## src/rtl/csamul_pkg.sv

```systemverilog
package csamul_pkg;

   typedef enum logic [0:0] {
      CPA_RIPPLE = 1'b0,
      CPA_BEHAV  = 1'b1
   } cpa_kind_e;

   function automatic int unsigned prod_width(input int unsigned n);
      return 2 * n;
   endfunction

endpackage

```

## src/rtl/csamul_fa.sv

```systemverilog
module csamul_fa (
   input  logic a,
   input  logic b,
   input  logic ci,
   output logic s,
   output logic co
);
   logic p;
   assign p  = a ^ b;
   assign s  = p ^ ci;
   assign co = (a & b) | (ci & p);
endmodule

```

## src/rtl/csamul_pp_gen.sv

```systemverilog
module csamul_pp_gen #(
   parameter int unsigned N = 8
) (
   input  logic [N-1:0]   mcand,
   input  logic [N-1:0]   mplier,
   output logic [N*N-1:0] pp
);
   // row j holds mcand AND mplier[j]; bit i of row j has weight i+j
   for (genvar j = 0; j < N; j++) begin : g_pp_row
      for (genvar i = 0; i < N; i++) begin : g_pp_bit
         assign pp[j*N + i] = mcand[i] & mplier[j];
      end
   end
endmodule

```

## src/rtl/csamul_csa_row.sv

```systemverilog
module csamul_csa_row #(
   parameter int unsigned W = 8
) (
   input  logic [W-1:0] x,
   input  logic [W-1:0] y,
   input  logic [W-1:0] z,
   output logic [W-1:0] s,
   output logic [W-1:0] c
);
   // three vectors in, two out; carries leave the row instead of rippling
   for (genvar i = 0; i < W; i++) begin : g_bit
      csamul_fa u_fa (
         .a  (x[i]),
         .b  (y[i]),
         .ci (z[i]),
         .s  (s[i]),
         .co (c[i])
      );
   end
endmodule

```

## src/rtl/csamul_cpa.sv

```systemverilog
module csamul_cpa
   import csamul_pkg::*;
#(
   parameter int unsigned W    = 8,
   parameter cpa_kind_e   KIND = CPA_RIPPLE
) (
   input  logic [W-1:0] a,
   input  logic [W-1:0] b,
   input  logic         cin,
   output logic [W-1:0] sum,
   output logic         cout
);
   if (W < 1) begin : g_bad_w
      $error("csamul_cpa: W must be at least 1");
   end

   if (KIND == CPA_RIPPLE) begin : g_ripple
      logic [W:0] cy;
      assign cy[0] = cin;
      for (genvar i = 0; i < W; i++) begin : g_stage
         csamul_fa u_fa (
            .a  (a[i]),
            .b  (b[i]),
            .ci (cy[i]),
            .s  (sum[i]),
            .co (cy[i+1])
         );
      end
      assign cout = cy[W];
   end else begin : g_behav
      logic [W:0] wide;
      assign wide = {1'b0, a} + {1'b0, b} + {{W{1'b0}}, cin};
      assign sum  = wide[W-1:0];
      assign cout = wide[W];
   end
endmodule

```

## src/rtl/csamul_array.sv

```systemverilog
module csamul_array
   import csamul_pkg::*;
#(
   parameter int unsigned N        = 8,
   parameter int unsigned OUT_REG  = 1,
   parameter cpa_kind_e   CPA_KIND = CPA_RIPPLE
) (
   input  logic              clk,
   input  logic              rst_n,
   input  logic              in_valid,
   input  logic [N-1:0]      mcand,
   input  logic [N-1:0]      mplier,
   output logic              out_valid,
   output logic [2*N-1:0]    product
);
   localparam int unsigned PW = prod_width(N);

   if (N < 2) begin : g_bad_n
      $error("csamul_array: N must be at least 2");
   end
   if (OUT_REG > 1) begin : g_bad_reg
      $error("csamul_array: OUT_REG must be 0 or 1");
   end

   logic [N*N-1:0] pp;
   logic [N-1:0]   row_s [N];
   logic [N-1:0]   row_c [N];
   logic [N-1:0]   low_bits;
   logic [N-1:0]   high_bits;
   logic           cpa_cout;
   logic [PW-1:0]  comb_prod;

   csamul_pp_gen #(.N(N)) u_pp_gen (
      .mcand  (mcand),
      .mplier (mplier),
      .pp     (pp)
   );

   // row j is aligned at weight j: sum bit i has weight j+i, carry bit i weight j+i+1
   for (genvar j = 0; j < N; j++) begin : g_row
      if (j == 0) begin : g_first
         assign row_s[0] = pp[N-1:0];
         assign row_c[0] = '0;
      end else begin : g_csa
         logic [N-1:0] y_in;
         assign y_in = {1'b0, row_s[j-1][N-1:1]};
         csamul_csa_row #(.W(N)) u_csa_row (
            .x (pp[j*N +: N]),
            .y (y_in),
            .z (row_c[j-1]),
            .s (row_s[j]),
            .c (row_c[j])
         );
      end
      // lowest sum bit of each row is final: one product bit retires per row
      assign low_bits[j] = row_s[j][0];
   end

   csamul_cpa #(.W(N), .KIND(CPA_KIND)) u_final_cpa (
      .a    ({1'b0, row_s[N-1][N-1:1]}),
      .b    (row_c[N-1]),
      .cin  (1'b0),
      .sum  (high_bits),
      .cout (cpa_cout)
   );

   assign comb_prod = {high_bits, low_bits};

   if (OUT_REG == 1) begin : g_reg
      logic [PW-1:0] prod_q;
      logic          vld_q;
      always_ff @(posedge clk or negedge rst_n) begin
         if (!rst_n) begin
            prod_q <= '0;
            vld_q  <= 1'b0;
         end else begin
            vld_q <= in_valid;
            if (in_valid) begin
               prod_q <= comb_prod;
            end
         end
      end
      assign product   = prod_q;
      assign out_valid = vld_q;
   end else begin : g_comb
      assign product   = comb_prod;
      assign out_valid = in_valid;
   end
endmodule

```

## config.mk

```make
export PLATFORM = sky130hd
export DESIGN_NAME = csamul_array
export DESIGN_NICKNAME = d
export VERILOG_FILES = /design/src/rtl/csamul_pkg.sv /design/src/rtl/csamul_fa.sv /design/src/rtl/csamul_pp_gen.sv /design/src/rtl/csamul_csa_row.sv /design/src/rtl/csamul_cpa.sv /design/src/rtl/csamul_array.sv
export SDC_FILE = /design/constraint.sdc
export NUM_CORES = 1
export LEC_CHECK = 0
export ABC_CLOCK_PERIOD_IN_PS = 2000
export BUFFER_PORTS_ARGS = -buffer_cell sky130_fd_sc_hd__buf_2
export CAP_MARGIN = 20
export CORE_UTILIZATION = 35
export CTS_BUF_LIST = sky130_fd_sc_hd__clkbuf_2 sky130_fd_sc_hd__clkbuf_4 sky130_fd_sc_hd__clkbuf_8
export DETAILED_ROUTE_END_ITERATION = 10
export MAX_ROUTING_LAYER = met4
export PLACE_DENSITY = 0.5
export SLEW_MARGIN = 25
export SYNTH_ARGS = -nofsm -noshare
export SYNTH_HDL_FRONTEND = slang
export SYNTH_HIERARCHICAL = 1
export SYNTH_SLANG_ARGS = --single-unit
```

## constraint.sdc

```tcl
create_clock -name clk -period 2 [get_ports clk]
set_input_delay 0.2 -clock clk [delete_from_list [all_inputs] [get_ports clk]]
set_output_delay 0.2 -clock clk [all_outputs]
set_load 0.03 [all_outputs]
```

Yosys cells after proc, flatten, opt, wreduce, memory -nomap -nowiden
Index checks and enable logic that the tools add are counted.
{ "word_totals": {"ff_bits": 17, "wordCells": 322, "in_bits": 19} }
{ "classes": {"bitwise_logic": 320} }
{ "op_table": {"columns": ["cell", "n"], "rows": [
  ["AND 1 bit", 168],
  ["bitwise XOR 1 bit", 104],
  ["OR 1 bit", 48]
]} }

Longest topological paths before layout
{ "depth": {"word_depth": 28, "ltp_mapped": 17} }

Hierarchy
The synthesis kept the hierarchy.
{ "by_module_without_submodules": {"columns": ["mod", "seq_area_each_um2", "n_inst", "area_per_inst_um2", "cells_per_inst"], "rows": [
  ["csamul_fa", 0.0, 64, 20.0, 1],
  ["csamul_array", 425.4, 1, 678.2, 36],
  ["csamul_pp_gen", 0.0, 1, 400.4, 64]
]} }

Least setup slack after synthesis
OpenSTA, ideal clock, no wires.
{ "synth_path": {"path_type": "in2reg", "start": "in mcand[7]", "end": "reg g_reg.prod_q[15] (netlist: product[15])", "path_slack_ps": -5292, "path_buffers": 0, "arrival_time_ps": 7167, "setup_time_ps": 125, "path_stages": 17, "path_cell_list": "and2_1 > fa_1 > fa_1 > fa_1 > fa_1 > fa_1 > fa_1 > fa_1 > fa_1 > fa_1 > fa_1 > fa_1 > fa_1 > fa_1 > fa_1 > fa_1 > mux2_2"} }
{ "synth_lines": {"columns": ["item", "line", "source"], "rows": [
  ["from (decl)", "csamul_array.sv:11", "input logic [N-1:0] mcand,"],
  ["to (signal assigned)", "csamul_array.sv:79", "prod_q <= comb_prod;"],
  ["to (decl)", "csamul_array.sv:70", "logic [PW-1:0] prod_q;"]
]} }

==> impl_metrics.csv <==
group,metric,value,unit
status,outcome,"finished, violations left",
status,failed_checks,"design-rule violations, negative setup slack",
route,drt_wl_total,3.92,mm
hold_path,hp-start,"in_valid",
setup_path,timing.rr.start,"product[8]",
sta,finalCriticalPeriod,6.75,ns
route,drt_pass1_iterations,6,
clock_tree,path_clk_slew,0.08,ns
hold_path,hold_depth,1,
route,post_drt_via_cell_ratio,4.53,
job,maxCapViolCount,0,
die,core,6420,sq um
finish,antenna_cells_inserted,0,
clock_tree,cts-root-buf,"clkbuf_8",
setup_path,cp.arrival,6.90,ns
yosys,yosysWarnings,6,
pwr,p_per_area,1280,nW/um^2
global_route,grt_pass1_vias,1526,
route,drc_errors,4,
placement,dp_hpwl,3.57,mm
yosys,synth_commonest_cells,"64 x and2_1, 64 x fa_1, 17 x dfrtp_1",
sta,slew_viol_final,0,
die,fp.dieH,84.1,um
setup_path,required,2.15,ns
route,drtAntennaViolNets,0,
placement,port_buffers,35,
clock_tree,insertion_delay,0.25,ns
die,initial_utilization,0.367,
sta,hold_viol_final,0,
hold_path,hold_end,"out_valid",
sta,hold_ws,0.302,ns
clock_tree,h-tree-depth,1,
clock_tree,max-clock-path-buffers,2,
finish,drive_above_1_share,0.442,
setup_path,critPathLaunchType,"primary input",
sta,fin_ws,-4.75,ns
global_route,overflow,0,
route,wl_per_cell,12.7,um
finish,nets,317,
placement,preCtsSetupSlack,-5.14,ns
yosys,syn_avg_cell_area,14.4,sq um
setup_path,critPathKind,"in2reg",
die,ios,36,
route,route.vias.total,1403,
yosys,ys_top_cells_by_area,"fa_1 54%, dfrtp_1 18%, and2_1 17%",
sta,grt_setup_unrepaired,"true",
yosys,yosys_register_bits,17,
sta,setup_viol,13,
setup_path,endpoint_kind,"flop",
clock_tree,clock-sinks,17,
route,drtIter0Drc,22,
hold_path,min_path_type,"in2reg",
setup_path,reg2reg_to,"product[8]",
yosys,yosysTopAreaCell,"fa_1",
placement,gp_congestion,0.685,
clock_tree,cts_buffers,3,
die,fp.dieW,84.1,um
yosys,yosysUniqueCellTypes,8,
yosys,syn-cell-area,2360,sq um
global_route,grt_pass1_wl,6.98,mm
die,rows,29,
yosys,synthFlopType,"dfrtp_1",
finish,area_delta_synth_final,25.3,%
setup_path,path_max_fanout,4,
yosys,synthCells,164,
die,die_area,7070,sq um
sta,timing.fmax,148,MHz
yosys,synth-seq-area-share,0.180,
pwr,p_leak,1.32,nW
sta,period_share,3.38,
yosys,synth.top_cell.area_share,0.543,
yosys,synth_edf_count,0,
sta,fin_skew,0,ns
setup_path,r2r_slack,1.24,ns
setup_path,reg2regPathDepth,1,
clock_tree,cts_tree,"built",
global_route,grt_start_max_net_pins,18,
pwr,ir_worst_vdd,0.553,mV
global_route,track_usage,0.125,
yosys,async_flop_share,1.00,
global_route,antenna_found_initial,0,
[area by class of cell]
| type | instances | area, sq um |
|---|---|---|
| clock buffer | 3 | 41.3 |
| sequential | 17 | 425 |
| clock inverter | 1 | 7.51 |
| fill | 620 | 3460 |
| multi-input combinational | 161 | 2050 |
| timing repair buffer | 51 | 338 |
| tap | 77 | 96.3 |
[worst max-delay path, cell delays in order]
cell    delay, ns
buf_8        0.11
and2_4       0.15
fa_2         0.56
fa_1         0.42
fa_2         0.55
fa_2         0.44
fa_2         0.55
fa_2         0.44
fa_2         0.35
fa_2         0.36
fa_2         0.34
fa_2         0.34
fa_2         0.35
fa_2         0.35
fa_2         0.34
fa_2         0.34
fa_1         0.43
mux2_2       0.27
[flip-flops by register name (all words and copies together) (netlist names)]
| signal | flops |
|---|---|
| product | 16 |
| out_valid | 1 |
[per-layer routing]
metal  track usage  share of wire
met5             -              0
met4        0.0282         0.0094
met3        0.0129          0.023
met2         0.218           0.53
met1         0.159           0.44
[cell usage in the layout, fill, tap and decap left out]
master / count
dlygate4sd3_1: 1
buf_4: 13
and2_1: 55
clkbuf_8: 3
conb_1: 17
mux2_2: 5
buf_8: 2
buf_2: 31
and2_4: 9
mux2_4: 11
fa_2: 24
fa_1: 40
dfrtp_1: 17
clkinvlp_4: 1
buf_6: 4
[logic make-up after synthesis]
logic type / Yosys count / synth area share
buffers and inverters: 2 / 0.0133
multiplexers: 16 / 0.0923
AND/OR/NAND/NOR: 64 / 0.170
other: 1 / 0.00159
adder cells (fa/ha/maj): 64 / 0.543
flip-flops: 17 / 0.180
[where the power goes]
part | internal (mW) | switching (mW) | total (mW)
clock | 0.140 | 0.130 | 0.271
sequential | 0.521 | 0.0721 | 0.593
combinational | 1.56 | 1.36 | 2.91
[through the flow]
| step | setup TNS (ns) | instance area (sq um) | util | instances | power, mW |
|---|---|---|---|---|---|
| 2_1_floorplan | -33.48 | 2480 | - | 180 | 2.91 |
| 3_3_place_gp | -37.81 | 2830 | 0.441 | 305 | 3.56 |
| 3_5_place_dp | -38.24 | 2830 | 0.441 | 305 | 3.61 |
| 4_1_cts | -33.53 | 2950 | 0.459 | 310 | 3.91 |
| 5_1_grt | -34.49 | 2960 | 0.461 | 310 | 4.20 |
| 6_report | -33.41 | 2960 | 0.461 | 310 | 3.78 |
[timing repair]
action | 4_1_cts | 5_1_grt
hold buffers | 1 | 0
pin swaps | 12 | 6
gates resized for setup | 18 | 4
setup buffers | 0 | 0
endpoints found under the setup margin | 13 | 13
endpoints found under the hold margin | 17 | 0
[worst max-delay path by stage]
| stage | to | cells after the start | slack [ns] | start |
|---|---|---|---|---|
| floorplan | product[15] | 17 | -4.72 | mcand[6] |
| global placement | product[15] | 18 | -5.06 | mplier[1] |
| CTS | product[15] | 18 | -4.77 | mcand[7] |
| global route | product[15] | 18 | -4.90 | mcand[7] |
| finish | product[15] | 18 | -4.75 | mplier[1] |
| detailed placement | product[15] | 18 | -5.14 | mplier[1] |
No activity file was read; power rests on OpenSTA's default activity.
